==> config.mk <==
export PLATFORM = sky130hd
export DESIGN_NAME = msm_montmul
export DESIGN_NICKNAME = d
export VERILOG_FILES = /design/src/rtl/msm_pkg.sv /design/src/rtl/msm_opnd_mux.sv /design/src/rtl/msm_csa_row.sv /design/src/rtl/msm_final_conv.sv /design/src/rtl/msm_montmul.sv
export SDC_FILE = /design/constraint.sdc
export NUM_CORES = 1
export LEC_CHECK = 0
export ABC_AREA = 0
export CAP_MARGIN = 25
export CORE_UTILIZATION = 35
export DETAILED_ROUTE_END_ITERATION = 10
export GPL_ROUTABILITY_DRIVEN = 1
export PLACE_DENSITY_LB_ADDON = 0.15
export SLEW_MARGIN = 5
export SYNTH_ARGS = -nofsm -noshare
export SYNTH_HDL_FRONTEND = slang
export SYNTH_HIERARCHICAL = 1
export SYNTH_SLANG_ARGS = --single-unit
==> constraint.sdc <==
create_clock -name clk -period 6.2 [get_ports clk]
set_input_delay 1.86 -clock clk [delete_from_list [all_inputs] [get_ports clk]]
set_output_delay 1.86 -clock clk [all_outputs]
set_load 0.01 [all_outputs]
==> src/rtl/msm_pkg.sv <==
package msm_pkg;
  typedef enum logic [1:0] {
    ST_IDLE = 2'd0,
    ST_RUN  = 2'd1,
    ST_FIN  = 2'd2,
    ST_OUT  = 2'd3
  } msm_state_e;
endpackage

==> src/rtl/msm_opnd_mux.sv <==
// Four-way addend select: {mult bit, quotient bit} picks 0, N, B or B+N.
module msm_opnd_mux #(
  parameter int W = 34
) (
  input  logic [1:0]   sel,
  input  logic [W-1:0] b_val,
  input  logic [W-1:0] n_val,
  input  logic [W-1:0] bn_val,
  output logic [W-1:0] opnd
);
  always_comb begin
    unique case (sel)
      2'b00:   opnd = '0;
      2'b01:   opnd = n_val;
      2'b10:   opnd = b_val;
      default: opnd = bn_val;
    endcase
  end
endmodule

==> src/rtl/msm_csa_row.sv <==
// One level of 3:2 compression; the carry word is weighted one place up.
module msm_csa_row #(
  parameter int W = 34
) (
  input  logic [W-1:0] x,
  input  logic [W-1:0] y,
  input  logic [W-1:0] z,
  output logic [W-1:0] sum,
  output logic [W-1:0] car
);
  assign sum    = x ^ y ^ z;
  assign car[0] = 1'b0;
  for (genvar g = 0; g < W - 1; g++) begin : g_maj
    assign car[g+1] = (x[g] & y[g]) | (x[g] & z[g]) | (y[g] & z[g]);
  end
endmodule

==> src/rtl/msm_final_conv.sv <==
// Carry-propagate join of the halved carry-save pair, then one conditional subtract.
module msm_final_conv #(
  parameter int K = 32
) (
  input  logic [K:0]   half_s,
  input  logic [K:0]   half_c,
  input  logic [K-1:0] n_val,
  output logic [K-1:0] res
);
  logic [K+1:0] total;
  logic [K-1:0] less_n;
  logic         ge_n;

  assign total  = {1'b0, half_s} + {1'b0, half_c};
  assign ge_n   = total >= {2'b00, n_val};
  assign less_n = total[K-1:0] - n_val;
  assign res    = ge_n ? less_n : total[K-1:0];
endmodule

==> src/rtl/msm_montmul.sv <==
module msm_montmul
  import msm_pkg::*;
#(
  parameter int K = 32
) (
  input  logic         clk,
  input  logic         rst_n,
  input  logic         in_valid,
  output logic         in_ready,
  input  logic [K-1:0] in_a,
  input  logic [K-1:0] in_b,
  input  logic [K-1:0] in_n,
  output logic         out_valid,
  input  logic         out_ready,
  output logic [K-1:0] out_res
);
  localparam int W  = K + 2;                  // unshifted carry-save word width
  localparam int CW = $clog2(K + 1) + 1;      // iteration index width
  localparam int LW = CW + 1;                 // latency checker width
  localparam logic [CW-1:0] K_C     = CW'(K);
  localparam logic [LW-1:0] LAT_MAX = LW'(K + 1);

  msm_state_e   state;
  logic [K-1:0] a_sh, b_q, n_q, res_q;
  logic [K:0]   bn_q;
  logic [W-1:0] acc_s, acc_c;                 // registered pair, halving still pending
  logic [CW-1:0] nxt;                         // iteration whose input is acc >> 1

  // Read side: deferred halving plus optional merge of an empty iteration.
  logic          skip, a_e, q_e, zero_hit, last_merge;
  logic [W-1:0]  cs_s, cs_c, opnd, sum_w, car_w;
  logic [CW-1:0] eidx;
  logic [K-1:0]  conv_res;

  assign skip       = !a_sh[0] && !acc_s[1] && !acc_c[1];
  assign cs_s       = skip ? (acc_s >> 2) : (acc_s >> 1);
  assign cs_c       = skip ? (acc_c >> 2) : (acc_c >> 1);
  assign a_e        = skip ? a_sh[1] : a_sh[0];
  assign q_e        = cs_s[0] ^ cs_c[0] ^ (a_e & b_q[0]);
  assign eidx       = nxt + {{(CW-1){1'b0}}, skip};
  assign last_merge = (eidx == K_C);
  assign zero_hit   = (acc_s == '0) && (acc_c == '0) && (a_sh == '0);

  msm_opnd_mux #(.W(W)) u_mux (
    .sel    ({a_e, q_e}),
    .b_val  ({2'b00, b_q}),
    .n_val  ({2'b00, n_q}),
    .bn_val ({1'b0, bn_q}),
    .opnd   (opnd)
  );

  msm_csa_row #(.W(W)) u_csa (
    .x   (cs_s),
    .y   (cs_c),
    .z   (opnd),
    .sum (sum_w),
    .car (car_w)
  );

  msm_final_conv #(.K(K)) u_conv (
    .half_s (acc_s[W-1:1]),
    .half_c (acc_c[W-1:1]),
    .n_val  (n_q),
    .res    (conv_res)
  );

  assign in_ready  = (state == ST_IDLE);
  assign out_valid = (state == ST_OUT);
  assign out_res   = res_q;

  always_ff @(posedge clk or negedge rst_n) begin
    if (!rst_n) begin
      state <= ST_IDLE;
      a_sh  <= '0;
      b_q   <= '0;
      n_q   <= '0;
      bn_q  <= '0;
      acc_s <= '0;
      acc_c <= '0;
      nxt   <= '0;
      res_q <= '0;
    end else begin
      unique case (state)
        ST_IDLE: if (in_valid) begin
          a_sh  <= in_a;
          b_q   <= in_b;
          n_q   <= in_n;
          bn_q  <= {1'b0, in_b} + {1'b0, in_n};
          acc_s <= '0;
          acc_c <= '0;
          nxt   <= '0;
          state <= ST_RUN;
        end
        ST_RUN: begin
          if (zero_hit) begin
            state <= ST_FIN;
          end else if (last_merge) begin
            acc_s <= cs_s << 1;
            acc_c <= cs_c << 1;
            nxt   <= K_C;
            state <= ST_FIN;
          end else begin
            acc_s <= sum_w;
            acc_c <= car_w;
            nxt   <= eidx + CW'(1);
            a_sh  <= skip ? (a_sh >> 2) : (a_sh >> 1);
            if (eidx + CW'(1) == K_C) state <= ST_FIN;
          end
        end
        ST_FIN: begin
          res_q <= conv_res;
          state <= ST_OUT;
        end
        default: if (out_ready) state <= ST_IDLE;
      endcase
    end
  end

  // Latency checker: edges since acceptance while RUN or FIN.
  logic [LW-1:0] lat_cnt;
  always_ff @(posedge clk or negedge rst_n) begin
    if (!rst_n) lat_cnt <= '0;
    else if (state == ST_IDLE) lat_cnt <= '0;
    else if (state != ST_OUT) lat_cnt <= lat_cnt + LW'(1);
  end

  // quotient choice leaves both registered words even, so deferred halving is exact
  a_r1_lsb_clear: assert property (@(posedge clk) disable iff (!rst_n)
    (state == ST_RUN) |=> (acc_s[0] == 1'b0 && acc_c[0] == 1'b0));

  a_r2_reduced: assert property (@(posedge clk) disable iff (!rst_n)
    out_valid |-> (out_res < n_q));

  a_r3_one_accept: assert property (@(posedge clk) disable iff (!rst_n)
    (in_valid && in_ready) |=> (!in_ready && !out_valid));

  a_r4_hold: assert property (@(posedge clk) disable iff (!rst_n)
    (out_valid && !out_ready) |=> (out_valid && $stable(out_res)));

  a_r6_latency_cap: assert property (@(posedge clk) disable iff (!rst_n)
    $rose(out_valid) |-> (lat_cnt <= LAT_MAX));
endmodule

==> results.md, run 1 <==
- Setup crit end kind: flop
- WL per Instance: 19.52 microns
- Tightest Hold Check Type: reg2reg
- Antenna-violating nets left: 0
- Setup bufs post-CTS: 0
- HPWL Detailed: 42930 microns
- Status: complete, no violations
- Antenna violations before repair: 0
- P per Cell Area: 554.5 nW/um^2
- Initial Util: 35.59%
- Lkg Pwr: 10.56 nW
- H-tree depth: 1
- Die area: 53400 sq um
- CP startpoint: acc_s[1]
- Worst Tran Pin Value: 0.9416 ns
- Die X: 231.1 microns
- Maximum buffer depth of the clock tree: 3
- Nets: 2487
- CP cell instances: ha_1 -> fa_1 -> a211oi_1 -> o21ai_1 -> nor2b_1 -> o21ai_0 -> nand2b_1 -> a21oi_1 -> nor2_1 -> nor2_1 -> xnor2_1 -> ha_1 -> and3_1 -> and2_1 -> a221oi_2 -> o21ai_1 -> a221o_1 -> a31oi_4 -> a211oi_1 -> o211ai_2 -> o211ai_4 -> buf_12 -> mux2_4 -> mux2_2
- CP Launch Type: flop
- Critical path's slowest cell: fa_1
- Total track usage: 21.60%
- Minimum clock period: 5.723 ns
- Crit path largest cell delay: 0.43 ns
- CP arrival: 6.18 ns
- Unrepaired setup endpoints after global routing: false
- Share of layout cells above drive strength 1: 8.598%
- Iteration-0 DRC count of the detailed router: 1064
- Register area share after synthesis: 32.42%
- Layout Cells excl Fill: 2948
- Hold buffer count at cts: 0
- Final number of setup-violating endpoints: 0
- Synth cell types: 75
- Io pins: 134
- Max-cap violations: 0
- # fillers: 5149
- Root Buffer: clkbuf_16
- Largest net degree at the start of global routing: 110
- Vias/cell: 5.263
- CTS buffer count: 31
- Area leader, netlist: dfrtp_1
- Vias: 15510
- EDFF count, synth: 0
- First-pass GRT wire length: 90310 microns
- Share of the synthesized area in the top cell type: 32.42%
- GRT Residual Overflow: 0
- Placed Area: 20180 sq um
- Synth area leaders: dfrtp_1 (32%), nand2_1 (13%), ha_1 (7.3%)
- Clock skew: 0.01585 ns
- Placed insts: 2888
- Worst hold start: b_q[10]
- Total routed wirelength: 57560 microns
- Synthesis Warnings: 6
- PostCTS Resize Cnt: 0
- Clk slew on worst S/H paths: 0.06 ns
- Vias in the first global route: 15340
- Setup tns final: 0 ns
- Row count: 83
- Syn-to-layout area delta: 16.38%
- Relative slew margins: 37.23%
- # diodes: 0
- CTS tree: built
- Worst vdd ir: 0.0003020 V
- Buffers & Inverters on Critical Path: 1
- CTS sink count: 238
- Fin. Hold Viols: 0
- Clk_lat worst skew: 0.59 ns
- Prevailing post-synth register cell: dfrtp_1
- Routability cong.: 0.8978
- Remaining DRCs: 0
- Syn_area_per_cell: 8.500 sq um
- Die span in y: 231.1 microns
- Fmax: 174.7 MHz
- Final instance area: 21380 sq um
- Synthesized area: 18370 sq um
- IO buf count: 133
- Core area: 51610 sq um
- Fin crit share: 92.31%
- Gate Count Post-Synth: 2161
- Place WS: 0.5067 ns
- Critical path type: reg2reg
- Synth async-reset ratio: 100.0%
- Slew Viols, Final: 0
- FF-to-FF Start: acc_s[1]
- DR pass1 iterations: 6
- Worst path required time: 6.66 ns
- CP max FO: 24
- Delay-heaviest family, CP: compound AO/OA/AOI/OAI gates
- Worst setup margin: 0.4769 ns
- Yosys reg bits: 238
==> worst register-to-register path, delay by kind of cell, from the launching register on <==
kind	cells	cell delay, ns
buffers and inverters	1	0.24
flip-flops	1	0.42
multiplexers	2	0.60
adder cells (fa/ha/maj)	3	1.04
XOR/XNOR	1	0.19
AND/OR/NAND/NOR	6	0.82
AO/OA/AOI/OAI	11	2.29
==> flip-flops by register name (all words and copies together), names as in the netlist <==
signal / cells
b_q: 32
out_res: 32
n_q: 32
a_sh: 32
bn_q: 33
acc_c: 34
state: 2
acc_s: 34
nxt: 7
==> cell families (layout without fill, tap and decap cells) <==
| group | Yosys count | count (layout) | synth area share, % |
|---|---|---|---|
| AOI/OAI and AO/OA | 509 | 509 | 17.11 |
| xor gates and xnor gates | 89 | 89 | 4.325 |
| adders and majority gates | 143 | 143 | 11.21 |
| buffers and inverters | 176 | 277 | 4.863 |
| DFF | 238 | 238 | 32.42 |
| muxes | 164 | 164 | 10.78 |
| other | 2 | 8 | 0.04088 |
| and+or+nand+nor | 840 | 840 | 19.24 |
==> final cells by class <==
class | count | area, sq um | share of cell area [%]
multi-input combinational | 1753 | 11580 | 54.19
clock buffer | 39 | 875.8 | 4.097
inverter | 67 | 252.7 | 1.182
clock inverter | 18 | 256.5 | 1.200
tap | 680 | 850.8 | 3.980
sequential | 238 | 5956 | 27.86
timing repair buffer | 153 | 1602 | 7.492
==> report_power, final <==
| group | internal [mW] | total (mW) | switching (mW) |
|---|---|---|---|
| sequential | 2.16 | 2.73 | 0.567 |
| clock | 1.24 | 2.00 | 0.760 |
| combinational | 3.14 | 7.12 | 3.97 |
| total | 6.55 | 11.9 | 5.30 |
==> routing by layer <==
layer	track usage, %	up-vias	part of all wire (%)
met3	1.981	57	3.3
met2	35.59	313	47
met4	6.147	0	2.6
met1	30.04	7495	47
li1	-	7649	-
met5	0	-	0
==> cell usage in the layout, fill, tap and decap left out, types with 7 or more instances in the layout <==
cell             synthesis  layout
nand2_1                624     623
dfrtp_1                238     238
a21oi_1                146     146
o21ai_0                141     141
clkdlybuf4s50_1          0     132
ha_1                   107     107
mux2i_1                 67      67
inv_1                   65      65
nor2_1                  60      60
mux2_4                  58      58
xnor2_1                 47      46
xor2_1                  41      41
a21o_1                  40      40
mux2_2                  39      39
a22o_1                  38      38
o21ai_1                 36      36
fa_1                    36      36
clkbuf_16                0      31
nand3_1                 29      29
nor4_1                  24      24
nand4_1                 19      19
nand2b_1                18      18
o21bai_1                17      16
nor3_1                  14      14
o211ai_1                13      13
o21a_1                  13      13
buf_4                   10      12
a211oi_1                11      11
and2_1                  11      10
a31oi_1                  9       9
nor2b_1                  9       9
clkinv_2                 1       8
conb_1                   2       8
and3_1                   7       7
clkbuf_8                 0       7
==> per-stage QoR <==
step                      power, mW  hold WS (ns)  utilization [%]
after floorplan               7.952        0.4417                -
after global placement        9.726        0.4582            39.04
after detailed placement      9.811        0.4632            39.09
after CTS                     11.87        0.4780            41.29
after global routing          12.75        0.4925            41.42
final                         11.85        0.4732            41.42
==> synthesized netlist by cell type, types with 3 or more instances <==
cell and instances:
a21o_1 40, o211ai_1 13, o21a_1 13, nor2_1 60, o21ai_0 141, a22o_1 38, a21oi_1 146, nand3_1 29
a211o_1 6, a21boi_0 3, mux2_2 39, buf_1 12, nor3b_1 5, o21bai_1 17, clkbuf_1 58, nand2b_1 18
buf_12 3, inv_1 65, nand4_1 19, and2_1 11, or4_1 4, nor4_1 24, xor2_1 41, xnor2_1 47
fa_1 36, dfrtp_1 238, a211oi_1 11, a31oi_1 9, or3_1 3, and4_1 3, mux2i_1 67, buf_4 10
buf_6 18, o21ai_1 36, and3_1 7, o31ai_1 6, mux2_4 58, buf_2 8, nand2_1 624, ha_1 107
nor2b_1 9, nor3_1 14
==> worst paths after layout <==
check	end	depth (start not counted)	slack [ns]
worst max-delay path	out_res[6]	24	0.48
worst min-delay path	b_q[10]	2	0.47
worst max register to register	out_res[6]	24	0.48
worst min register to register	b_q[10]	2	0.47
max in group asynchronous	a_sh[1]	2	3.67
min in group asynchronous	b_q[1]	1	1.35
Note: power is estimated with default switching activity, not from simulation.
==> inputs of run 2 (changes only) <==
- REMOVE_ABC_BUFFERS: default -> 1
==> run 2 against run 1 <==
  * Clock power down 8%
  * Count of clock-buffer cells in the layout up 4
  * Critical path type unchanged
  * Largest cell class unchanged
  * Sequential power barely moved
  * Cell area is 0.95% lower
  * Wire length is 6.6% lower
  * Largest power group unchanged
  * Clock skew is 0.0032 ns lower
==> results.md, run 2 (synthesized netlist as in run 1, its figures left out) <==
- Status: complete, no violations
- Die X: 231.1 microns (unchanged)
- GRT Residual Overflow: 0 (unchanged)
- Relative slew margins: 29.18% (-8.0 points)
- Fmax: 172.1 MHz (-1.5%)
- Setup tns final: 0 ns (unchanged)
- Tightest Hold Check Type: reg2reg
- Die area: 53400 sq um (unchanged)
- CTS sink count: 238 (unchanged)
- DR pass1 iterations: 5 (-1)
- Top Registers: acc_c: 34 flops, acc_s: 34 flops, bn_q: 33 flops
- Final number of setup-violating endpoints: 0 (unchanged)
- P per Cell Area: 543.3 nW/um^2 (-2.0%)
- Buffers & Inverters on Critical Path: 1 (unchanged)
- Row count: 83 (unchanged)
- Tot Pwr: 11.50 mW (-3.0%)
- HPWL Detailed: 39380 microns (-8.3%)
- Worst path required time: 6.68 ns (+0.02 ns)
- Maximum buffer depth of the clock tree: 3 (unchanged)
- Root Buffer: clkbuf_16
- Unrepaired setup endpoints after global routing: false
- Fin. Hold Viols: 0 (unchanged)
- Most frequent cells in the layout: nand2_1 (623), dfrtp_1 (238), a21oi_1 (146), o21ai_0 (141), clkdlybuf4s50_1 (132)
- Crit path largest cell delay: 0.44 ns (about the same)
- CTS buffer count: 31 (unchanged)
- Setup crit end kind: flop
- Vias: 15450 (-0.41%)
- Total track usage: 20.13% (-1.5 points)
- Clock skew: 0.01261 ns (-0.003246 ns)
- First-pass GRT wire length: 85340 microns (-5.5%)
- Lkg Pwr: 10.47 nW (-0.89%)
- Share of layout cells above drive strength 1: 8.179% (-0.42 points)
- CTS tree: built
- Flop-to-flop setup slack: 0.39 ns (-0.09 ns)
- Routability cong.: 0.8950 (-0.31%)
- CP max FO: 32 (+33%)
- PostCTS Resize Cnt: 0 (unchanged)
- Delay-heaviest family, CP: compound AO/OA/AOI/OAI gates
- Antenna-violating nets left: 0 (unchanged)
- Setup bufs post-CTS: 0 (unchanged)
- Iteration-0 DRC count of the detailed router: 1066 (+0.19%)
- Critical path's slowest cell: fa_1
- Minimum clock period: 5.811 ns (+0.08816 ns)
- Total routed wirelength: 53780 microns (-6.6%)
- Remaining DRCs: 0 (unchanged)
- WL per Instance: 18.28 microns (-6.4%)
- Slew Viols, Final: 0 (unchanged)
- CP cell instances: ha_1 -> fa_1 -> a211oi_1 -> o21ai_1 -> nor2b_1 -> o21ai_0 -> nand2b_1 -> a21oi_1 -> nor2_1 -> nor2_1 -> xnor2_1 -> ha_1 -> and3_1 -> and2_1 -> a221oi_2 -> o21ai_1 -> a221o_1 -> a31oi_4 -> a211oi_1 -> o211ai_2 -> o211ai_4 -> buf_4 -> mux2_4 -> mux2_2
- Nets: 2483 (-0.16%)
- Core area: 51610 sq um (unchanged)
- Syn-to-layout area delta: 15.27%
- Vias in the first global route: 15130 (-1.4%)
- Critical path type: reg2reg
- IO buf count: 133 (unchanged)
- Worst vdd ir: 0.0003634 V (+20%)
- Max-cap violations: 0 (unchanged)
- Worst Tran Pin Value: 1.062 ns (+0.1207 ns)
- CP arrival: 6.29 ns (+0.11 ns)
- Initial Util: 35.59% (unchanged)
- Io pins: 134 (unchanged)
- Hold Slack: 0.4714 ns (-0.001748 ns)
- Largest net degree at the start of global routing: 109 (-0.91%)
- Clk_lat worst skew: 0.59 ns (about the same)
- H-tree depth: 1 (unchanged)
- CP Launch Type: flop
- Clk slew on worst S/H paths: 0.06 ns (about the same)
- Die span in y: 231.1 microns (unchanged)
- Most common cell after layout, fill and taps aside: nand2_1
- # diodes: 0 (unchanged)
- Hold buffer count at cts: 0 (unchanged)
- Antenna violations before repair: 0 (unchanged)
- Vias/cell: 5.252 (-0.20%)
- Fin crit share: 93.73% (+1.4 points)
[run 2: cell types whose count changed in the layout (fill, tap and decap cells not counted), moves of 2 or more]
cell	before	now
buf_12	6	3
buf_16	2	0
bufinv_16	6	3
clkbuf_1	1	6
clkinvlp_4	2	0
[run 2: final timing paths]
path	end	from	cells past startpoint
worst max-delay path	out_res[5]	acc_s[1]	24
worst min-delay path	b_q[18]	b_q[18]	2
worst max register to register	out_res[5]	acc_s[1]	24
worst min register to register	b_q[18]	b_q[18]	2
max in group asynchronous	bn_q[20]	rst_n	2
min in group asynchronous	a_sh[25]	rst_n	1
[run 2: layer usage]
| metal | wire length [microns] | global-route usage (%) | vias up |
|---|---|---|---|
| li1 | - | - | 7637 |
| met1 | 26320 | 29.24 | 7402 |
| met2 | 23610 | 31.38 | 342 |
| met3 | 2356 | 2.116 | 70 |
| met4 | 1491 | 5.877 | 0 |
| met5 | 0 | 0 | - |
[run 2: tightest hold or removal path, cell delays in order, from the launching register on]
cell and delay, ns:
dfrtp_1 0.34, nand2_1 0.05, nand2_1 0.05
[run 2: final cells by class]
type                            count  area, sq um
Fill cell                        5195        30440
Clock inverter                     12        153.9
Timing Repair Buffer              149         1494
Multi-Input combinational cell   1753        11590
Clock buffer                       43        880.8
Inverter                           67        252.7
Sequential cell                   238         5956
Tap cell                          680        850.8
[run 2: where the power goes]
group	switching, mW	internal (mW)	total (mW)
registers	0.551	2.16	2.72
logic	3.87	3.08	6.95
clock network	0.729	1.11	1.84
[run 2: per-stage QoR]
| stage | setup WS (ns) | util (%) | area (sq um) | cells |
|---|---|---|---|---|
| 2_1_floorplan | -2.391 | - | 17750 | 2058 |
| 3_3_place_gp | 0.4705 | 38.94 | 20100 | 2885 |
| 3_5_place_dp | 0.4572 | 38.94 | 20100 | 2885 |
| 4_1_cts | 0.3997 | 40.95 | 21130 | 2940 |
| 5_1_grt | 0.01989 | 41.02 | 21170 | 2942 |
| 6_report | 0.3887 | 41.02 | 21170 | 2942 |
